## src/rtl/irq_route_pkg.sv

```systemverilog
// Package: shared offsets, index codes and reset values for the
// redirection-table register port. Assumes an 8-bit index space.
package irq_route_pkg;
    localparam logic [7:0]  OFS_SELECT  = 8'h00;
    localparam logic [7:0]  OFS_WINDOW  = 8'h10;
    localparam logic [7:0]  IDX_CTRL_ID = 8'h00;
    localparam logic [7:0]  IDX_VERSION = 8'h01;
    localparam logic [7:0]  IDX_TABLE0  = 8'h10;
    localparam logic [7:0]  VERSION_ID  = 8'h11;
    localparam logic [63:0] ENTRY_RESET = 64'h0000_0000_0001_0000;

    typedef enum logic [2:0] {
        REG_CTRL_ID,
        REG_VERSION,
        REG_TBL_LO,
        REG_TBL_HI,
        REG_NONE
    } reg_kind_e;
endpackage

```

## src/rtl/irq_route_decode.sv

```systemverilog
// Index decoder: classifies the 8-bit select value into a register kind
// and a table entry number. Assumes NUM_PINS <= 120 so that all table
// indices fit below 256.
module irq_route_decode
    import irq_route_pkg::*;
#(
    parameter int NUM_PINS = 24,
    localparam int PIN_W = (NUM_PINS > 1) ? $clog2(NUM_PINS) : 1
) (
    input  logic [7:0]       sel,
    output reg_kind_e        kind,
    output logic [PIN_W-1:0] pin
);
    logic [7:0] tbl_off;
    logic       in_table;

    assign tbl_off  = sel - IDX_TABLE0;
    assign in_table = (sel >= IDX_TABLE0) && (tbl_off[7:1] < 7'(NUM_PINS));
    assign pin      = tbl_off[PIN_W:1];

    // Purpose: map the select value to the register it names.
    always_comb begin
        if (sel == IDX_CTRL_ID)      kind = REG_CTRL_ID;
        else if (sel == IDX_VERSION) kind = REG_VERSION;
        else if (in_table)           kind = tbl_off[0] ? REG_TBL_HI : REG_TBL_LO;
        else                         kind = REG_NONE;
    end
endmodule

```

## src/rtl/irq_route_slot.sv

```systemverilog
// One 64-bit redirection entry. Loads the pre-merged value when selected.
// Resets to the masked state.
module irq_route_slot
    import irq_route_pkg::*;
(
    input  logic        clk,
    input  logic        rst_n,
    input  logic        load,
    input  logic [63:0] next_val,
    output logic [63:0] val
);
    // Purpose: hold the entry, masked out of reset.
    always_ff @(posedge clk) begin
        if (!rst_n)    val <= ENTRY_RESET;
        else if (load) val <= next_val;
    end
endmodule

```

## src/rtl/irq_route_table.sv

```systemverilog
// Entry table: NUM_PINS slots with a single 32-bit half-word write port,
// a combinational read port and a registered update publication.
// Assumes wr_pin < NUM_PINS whenever wr_en is high.
module irq_route_table
    import irq_route_pkg::*;
#(
    parameter int NUM_PINS = 24,
    localparam int PIN_W = (NUM_PINS > 1) ? $clog2(NUM_PINS) : 1
) (
    input  logic             clk,
    input  logic             rst_n,
    input  logic             wr_en,
    input  logic             wr_hi,
    input  logic [PIN_W-1:0] wr_pin,
    input  logic [31:0]      wr_data,
    input  logic [PIN_W-1:0] rd_pin,
    output logic [63:0]      rd_entry,
    output logic             upd_valid,
    output logic [PIN_W-1:0] upd_pin,
    output logic [63:0]      upd_entry
);
    logic [63:0] slot_q [NUM_PINS];
    logic [63:0] old_val;
    logic [63:0] merged;

    assign old_val  = slot_q[wr_pin];
    assign merged   = wr_hi ? {wr_data, old_val[31:0]} : {old_val[63:32], wr_data};
    assign rd_entry = slot_q[rd_pin];

    for (genvar g = 0; g < NUM_PINS; g++) begin : g_slot
        irq_route_slot u_slot (
            .clk      (clk),
            .rst_n    (rst_n),
            .load     (wr_en && (wr_pin == PIN_W'(g))),
            .next_val (merged),
            .val      (slot_q[g])
        );
    end

    // Purpose: publish the freshly written entry one cycle after the write.
    always_ff @(posedge clk) begin
        if (!rst_n) begin
            upd_valid <= 1'b0;
            upd_pin   <= '0;
            upd_entry <= '0;
        end else begin
            upd_valid <= wr_en;
            if (wr_en) begin
                upd_pin   <= wr_pin;
                upd_entry <= merged;
            end
        end
    end
endmodule

```

## src/rtl/irq_route_regs.sv

```systemverilog
// Top: select word and data window over the controller ID, the version
// word and the entry table. Decodes bus_addr[7:0] only. Read data is
// combinational from the address and the current state.
module irq_route_regs
    import irq_route_pkg::*;
#(
    parameter int NUM_PINS = 24,
    parameter int ADDR_W   = 12,
    localparam int PIN_W = (NUM_PINS > 1) ? $clog2(NUM_PINS) : 1
) (
    input  logic              clk,
    input  logic              rst_n,
    input  logic [ADDR_W-1:0] bus_addr,
    input  logic              bus_we,
    input  logic [31:0]       bus_wdata,
    output logic [31:0]       bus_rdata,
    output logic              upd_valid,
    output logic [PIN_W-1:0]  upd_pin,
    output logic [63:0]       upd_entry
);
    localparam logic [31:0] VERSION_WORD = {8'h00, 8'(NUM_PINS - 1), 8'h00, VERSION_ID};

    logic [7:0]       sel_q;
    logic [3:0]       id_q;
    logic [7:0]       offset;
    logic             hit_sel;
    logic             hit_win;
    reg_kind_e        kind;
    logic [PIN_W-1:0] pin;
    logic [63:0]      rd_entry;
    logic             tbl_wr;
    logic             unused_addr_hi;

    assign offset         = bus_addr[7:0];
    assign unused_addr_hi = ^bus_addr[ADDR_W-1:8];
    assign hit_sel        = (offset == OFS_SELECT);
    assign hit_win        = (offset == OFS_WINDOW);
    assign tbl_wr         = bus_we && hit_win && (kind == REG_TBL_LO || kind == REG_TBL_HI);

    irq_route_decode #(.NUM_PINS(NUM_PINS)) u_dec (
        .sel  (sel_q),
        .kind (kind),
        .pin  (pin)
    );

    irq_route_table #(.NUM_PINS(NUM_PINS)) u_tbl (
        .clk       (clk),
        .rst_n     (rst_n),
        .wr_en     (tbl_wr),
        .wr_hi     (kind == REG_TBL_HI),
        .wr_pin    (pin),
        .wr_data   (bus_wdata),
        .rd_pin    (pin),
        .rd_entry  (rd_entry),
        .upd_valid (upd_valid),
        .upd_pin   (upd_pin),
        .upd_entry (upd_entry)
    );

    // Purpose: select word loads from the low data byte.
    always_ff @(posedge clk) begin
        if (!rst_n)                 sel_q <= '0;
        else if (bus_we && hit_sel) sel_q <= bus_wdata[7:0];
    end

    // Purpose: controller ID loads from data bits 27:24 through the window.
    always_ff @(posedge clk) begin
        if (!rst_n)                                        id_q <= '0;
        else if (bus_we && hit_win && kind == REG_CTRL_ID) id_q <= bus_wdata[27:24];
    end

    // Purpose: combinational read mux for the two bus offsets.
    always_comb begin
        bus_rdata = '0;
        if (hit_sel) begin
            bus_rdata = {24'h0, sel_q};
        end else if (hit_win) begin
            case (kind)
                REG_CTRL_ID: bus_rdata = {4'h0, id_q, 24'h0};
                REG_VERSION: bus_rdata = VERSION_WORD;
                REG_TBL_LO:  bus_rdata = rd_entry[31:0];
                REG_TBL_HI:  bus_rdata = rd_entry[63:32];
                default:     bus_rdata = '0;
            endcase
        end
    end
endmodule


```

## config.mk

```make
export PLATFORM = sky130hd
export DESIGN_NAME = irq_route_regs
export DESIGN_NICKNAME = d
export VERILOG_FILES = /design/src/rtl/irq_route_pkg.sv /design/src/rtl/irq_route_decode.sv /design/src/rtl/irq_route_slot.sv /design/src/rtl/irq_route_table.sv /design/src/rtl/irq_route_regs.sv
export SDC_FILE = /design/constraint.sdc
export NUM_CORES = 2
export LEC_CHECK = 0
export BUFFER_PORTS_ARGS = -buffer_cell sky130_fd_sc_hd__buf_2
export CORE_UTILIZATION = 65
export CTS_BUF_LIST = sky130_fd_sc_hd__clkbuf_8
export DETAILED_ROUTE_END_ITERATION = 8
export GPL_TIMING_DRIVEN = 1
export HOLD_SLACK_MARGIN = 0.08
export PLACE_DENSITY = 0.83
export SLEW_MARGIN = 15
export SYNTH_ARGS = -nofsm -noshare
export SYNTH_HDL_FRONTEND = slang
export SYNTH_SLANG_ARGS = --single-unit
```

## constraint.sdc

```tcl
create_clock -name clk -period 4.7 [get_ports clk]
set_clock_uncertainty 0.1 [all_clocks]
set_input_delay 0.94 -clock clk [delete_from_list [all_inputs] [get_ports clk]]
set_output_delay 0.94 -clock clk [all_outputs]
set_load 0.01 [all_outputs]
```

### After elaboration in Yosys (flattened, before gate mapping)

Index checks and enable logic that the tools add are counted.

| storage, ports and cells | value |
|---|---|
| flip-flop bits (word level) | 1618 |
| output and inout bits | 102 |
| logic and storage cells | 107 |

| cells by class | value |
|---|---|
| $add $sub $neg | 1 |
| $lt $le $gt $ge | 3 |
| equality and inequality tests | 28 |
| muxes and demuxes | 11 |
| bitwise logic cells | 1 |
| reductions and logical operators | 34 |

Operators by type and width:

| operator | number |
|---|---|
| $bmux W64 S5 | 1 |
| $mux W64 | 3 |
| $pmux W32 S4 | 1 |
| $mux W32 | 2 |
| $eq A5 B4 Y1 const B | 8 |
| $eq A5 B5 Y1 const B | 8 |
| $logic_and A1 B1 Y1 | 29 |
| $eq A5 B3 Y1 const B | 4 |
| $logic_not A8 Y1 | 2 |
| $eq A5 B2 Y1 const B | 2 |
| $mux W3 | 3 |
| $eq A8 B1 Y1 const B | 1 |
| $eq A8 B5 Y1 const B | 1 |
| $ge A8 B5 Y1 const B | 1 |
| $sub A8 B5 Y8 const B | 1 |
| $lt A7 B5 Y1 const B | 1 |
| $eq A3 B2 Y1 const B | 2 |
| $ge A6 B6 Y1 const B | 1 |
| $not A5 Y6 | 1 |
| $eq A5 B1 Y1 const B | 1 |
| $logic_not A5 Y1 | 1 |
| $eq A3 B1 Y1 const B | 1 |
| $logic_not A3 Y1 | 1 |
| $logic_or A1 B1 Y1 | 1 |
| $mux W1 | 1 |

### Logic depth before layout (Yosys ltp)

| logic depth | value |
|---|---|
| word-level depth | 10 |
| mapped depth | 15 |
| gate-level depth less buffers | 8 |

### Cells and area by module

A second synthesis with hierarchy kept.

| unflattened totals | value |
|---|---|
| cell total of the unflattened synthesis | 7913 |
| area, all modules | 89076.7 µm² |

By module, submodules not included:

| module | times used | cells an instance | area an instance (µm²) | seq. area each (µm²) |
|---|---|---|---|---|
| irq_route_slot | 24 | 206 | 2448.6 | 1281.2 |
| irq_route_table | 1 | 2787 | 28942.8 | 1401.3 |
| irq_route_regs | 1 | 162 | 1217.4 | 240.2 |
| irq_route_decode | 1 | 20 | 150.1 | 0.0 |

### Worst setup path before layout

Ideal clock, no wire load.

| path | value |
|---|---|
| kind | reg2out |
| start point | register sel_q[4] |
| end point | output port bus_rdata[16] |
| arrival time | 2.941 ns |
| data required time | 3.660 ns |
| setup slack | 0.719 ns |
| cell stages (with the launch flop) | 13 |
| path buffers | 6 |
| cell sequence | dfxtp_1 -> buf_2 -> inv_1 -> clkbuf_1 -> clkbuf_1 -> ha_1 -> buf_2 -> clkbuf_1 -> clkbuf_1 -> a31oi_1 -> a21oi_1 -> mux2i_1 -> o21ai_0 |

| on the way | value |
|---|---|
| cells in the longest elaborated chain, start to end | 10 |
| elaborated cells on any way between the ends | 20 |

RTL lines:

| element | line | text |
|---|---|---|
| start: declaration | irq_route_regs.sv:23 | `logic [7:0] sel_q;` |
| start signal: assignment | irq_route_regs.sv:63 | `else if (bus_we && hit_sel) sel_q <= bus_wdata[7:0];` |
| $sub A8 B5 Y8 (*) | irq_route_decode.sv:17 | `assign tbl_off = sel - IDX_TABLE0;` |
| via pin[3] | irq_route_regs.sv:29 | `logic [PIN_W-1:0] pin;` |
| $lt A7 B5 Y1 | irq_route_decode.sv:18 | `assign in_table = (sel >= IDX_TABLE0) && (tbl_off[7:1] < 7'(NUM_PINS));` |
| $logic_and A1 B1 Y1 | irq_route_decode.sv:18 |  |
| $mux W3 | irq_route_decode.sv:25 | `else if (in_table) kind = tbl_off[0] ? REG_TBL_HI : REG_TBL_LO;` |
| $mux W3 | irq_route_decode.sv:24 | `else if (sel == IDX_VERSION) kind = REG_VERSION;` |
| $mux W3 | irq_route_decode.sv:23 | `if (sel == IDX_CTRL_ID) kind = REG_CTRL_ID;` |
| $eq A3 B2 Y1, or another cell as far along | irq_route_regs.sv:78 | `case (kind)` |
| $pmux W32 S4 (*) | irq_route_regs.sv:78 |  |
| $mux W32 (*) | irq_route_regs.sv:77 | `end else if (hit_win) begin` |
| $mux W32 (*) | irq_route_regs.sv:75 | `if (hit_sel) begin` |
| end: declaration | irq_route_regs.sv:16 | `output logic [31:0] bus_rdata,` |

The timed path passes the listed nets; every way through them passes the cells marked *. The select of a mux whose other input is x is not followed.

### Worst setup path after layout

| path | value |
|---|---|
| start point | register sel_q[1] |
| end point | output port bus_rdata[18] |

| on the way | value |
|---|---|
| cells in the longest elaborated chain, start to end | 10 |
| elaborated cells on any way between the ends | 20 |

RTL lines:

| element | line |
|---|---|
| $sub A8 B5 Y8 | irq_route_decode.sv:17 |
| $lt A7 B5 Y1 | irq_route_decode.sv:18 |
| $logic_and A1 B1 Y1 | irq_route_decode.sv:18 |
| $mux W3 | irq_route_decode.sv:25 |
| $mux W3 | irq_route_decode.sv:24 |
| $mux W3 | irq_route_decode.sv:23 |
| $eq A3 B2 Y1, or another cell as far along | irq_route_regs.sv:78 |
| $pmux W32 S4 (*) | irq_route_regs.sv:78 |
| $mux W32 (*) | irq_route_regs.sv:77 |
| $mux W32 (*) | irq_route_regs.sv:75 |

Mark *: on every way between the ends. The rest lies on a longest branch, timed or not. The select of a mux whose other input is x is not followed.

==> impl_metrics.toml <==
[run_status]
status = "complete, but fails checks"
violations = "setup timing"

[yosys]
syn_inst = 7251
avgSynthCellArea_sq_um = 9.27
synthFlopType = "dfxtp_1"
ys_types = 58
async_flop_share_pct = 0
synth_edf_count = 0
synth_nets = 7300
netlist_area_sq_mm = 0.0672
ys_seq_area_share_pct = 48.2
synth_warnings = 0
synth_seq_cells = 1618

[die]
die_y_microns = 324
initial_core_util_pct = 65.8
die_area_sq_mm = 0.105
io_pins = 149
die_w_microns = 324
core_region_area_sq_mm = 0.102
std_cell_rows = 117

[global_routing]
grt_antenna_before_repair = 6
grt_max_degree = 199
grt_usage_pct = 38.8
grt.overflow.total = 0
grt_pass1_wl_microns = 316000
grt_pass1_vias = 55900

[hold_path]
hp-class = "input port to flop"

[final_layout]
seqCellArea_sq_mm = 0.0324
layout_commonest_cell = "dfxtp_1"
layout.nets = 7086
multi_input_area_sq_mm = 0.0311
fin_cells = 8613
n_fill_cell = 7107
fin_util_pct = 72.4
layout_common_cells = "dfxtp_1, o21ai_0, nand3_1, a21oi_1, mux2i_1"
area_growth_pct = 10.1
drive_above_1_share_pct = 14.8

[detailed_routing]
drt-initial-drc-count = 9219
drt.antenna.violating_nets = 0
via_per_inst = 6.92
first_pass_iters = 9
routed_wirelength_microns = 212000
drc_errors = 0
wl_per_cell_microns = 24.6
dr_total_vias = 59600

[critical_path]
endpoint_kind = "output pin"
max_stage_delay_ns = 0.60
required_ns = 3.66
cpMostUsedCell = "a21oi_1"
arrival_ns = 3.70
crit_slowest_cell = "or3b_4"
critPathKind = "flop to output pin"
crit_fanout = 15
setup.worst_path.start_class = "flop"
crit_chain = "buf_4, buf_8, or3b_4, o221ai_1, a21oi_1, a21oi_1, mux2i_2, o21ai_0, buf_2"
crit_buf_inv = 3
path_delay_family = "compound AO/OA/AOI/OAI gates"

[sta]
worst_pin_slew_ns = 1.15
tns_ns = -0.0516
setup_viol = 3
max_freq_mhz = 211
maxSlewViolCount = 0
setup_ws_ns = -0.0412
max-slew-margin-rel_pct = 23.2
hold_viol_final = 0
period_share_pct = 101
min_period_ns = 4.74

[clocking]
clock_latency_ns = 0.97
cts_max_path_buffers = 3
clkTransAtPathRegs_ns = 0.07
postCtsHoldBufs = 0
cts_tree = "built"
cts.sinks = 1618
numCtsBuffers = 238
htreeDepth = 4
cts_root_buffer = "clkbuf_8"

[placed_design]
port_buffers = 144
dp.cells = 8118
place_ws_ns = 0.451
globalplace.congestion = 0.878
post-dp-hpwl_microns = 115000

[power_and_ir_drop]
power_mw = 26.0
ir_worst_vdd_mv = 0.286
cellPowerDensity_mw_per_mm2 = 351
leakage_nw = 25.2

[flow_run]
drv_cap = 0
==> cell type report <==
cell class / count / share of cell area, %
Sequential cell: 1618 / 43.8
Multi-Input combinational cell: 4744 / 42.0
Clock buffer: 315 / 5.86
Timing Repair Buffer: 411 / 4.89
Tap cell: 1368 / 2.31
Clock inverter: 122 / 0.949
Inverter: 24 / 0.125
Antenna cell: 11 / 0.0372
==> flip-flops by register name (all words and copies together), names as in the netlist <==
name                     cells
u_tbl.g_slot.u_slot.val   1536
u_tbl.upd_entry             64
sel_q                        8
u_tbl.upd_pin                5
id_q                         4
u_tbl.upd_valid              1
==> synth_stat cells (5+ instances only) <==
| library cell | count | area share [%] |
|---|---|---|
| o221ai_1 | 28 | 0.36 |
| nand2_1 | 134 | 0.75 |
| nor4_1 | 24 | 0.22 |
| a211oi_1 | 7 | 0.078 |
| a22oi_1 | 187 | 2.1 |
| a31oi_1 | 28 | 0.26 |
| and4_1 | 24 | 0.31 |
| a211oi_2 | 21 | 0.39 |
| a21oi_4 | 5 | 0.12 |
| mux2i_4 | 22 | 0.74 |
| o21ai_1 | 21 | 0.16 |
| buf_4 | 84 | 0.94 |
| nand4_1 | 24 | 0.22 |
| buf_1 | 57 | 0.32 |
| mux4_2 | 162 | 5.4 |
| nor2_1 | 64 | 0.36 |
| nand2b_1 | 5 | 0.047 |
| nor3_1 | 40 | 0.30 |
| nand3_1 | 917 | 6.8 |
| dfxtp_1 | 1618 | 48 |
| inv_1 | 24 | 0.13 |
| o21ai_0 | 1507 | 11 |
| nor2b_1 | 8 | 0.074 |
| a21oi_1 | 839 | 6.2 |
| buf_2 | 184 | 1.4 |
| buf_6 | 12 | 0.20 |
| clkbuf_1 | 527 | 2.9 |
| mux2i_1 | 534 | 8.0 |
| o211ai_1 | 100 | 1.1 |
==> tightest hold or removal path, cell delays in order <==
cell	delay, ns
buf_2	0.14
nand3_1	0.07
a21oi_1	0.05
==> stage by stage <==
step | hold WS, ns | area [sq um]
floorplan | 0.332 | 67200
global placement | 0.338 | 68200
detailed placement | 0.343 | 68200
CTS | 0.184 | 73600
global route | 0.211 | 74000
finish | 0.220 | 74000
==> report_power, final <==
part           total, mW  switching, mW  internal [mW]
combinational      0.471          0.384         0.0870
clock               11.8           5.55           6.25
sequential          13.7       0.000364           13.7
total               26.0           5.93           20.0
==> layer usage <==
metal | wire [microns] | GRT usage, %
met1 | 78500 | 49.2
met2 | 93100 | 59.4
met3 | 27900 | 10.3
met4 | 12400 | 23.1
met5 | 34 | 0
==> kinds of logic (layout without fill, tap and decap cells) <==
family,after synthesis,in the layout,synth area share [%]
compound gates,2759,2759,22.3
flops,1618,1618,48.2
simple gates,1258,1262,9.33
buf+inv,893,872,5.99
mux,721,721,14.2
fa+ha+maj,2,2,0.0372
other cells,0,11,0
==> final timing paths <==
path,startpoint,to,slack (ns),depth (start not counted)
setup / recovery,sel_q[1],bus_rdata[18],-0.04,9
hold / removal,bus_wdata[25],id_q[1],0.22,3
setup reg to reg,sel_q[4],u_tbl.g_slot[23].u_slot.val[20],0.58,9
hold reg to reg,u_tbl.upd_entry[31],u_tbl.upd_entry[31],0.36,2
==> what timing repair did <==
action / 4_1_cts / 5_1_grt
buffers inserted: 19 / 22
cloned: 4 / 2
endpoints found under the setup margin: 32 / 24
pin swaps: 4 / 7
gates resized for setup: 24 / 27
(Power assumes the default switching activity.)
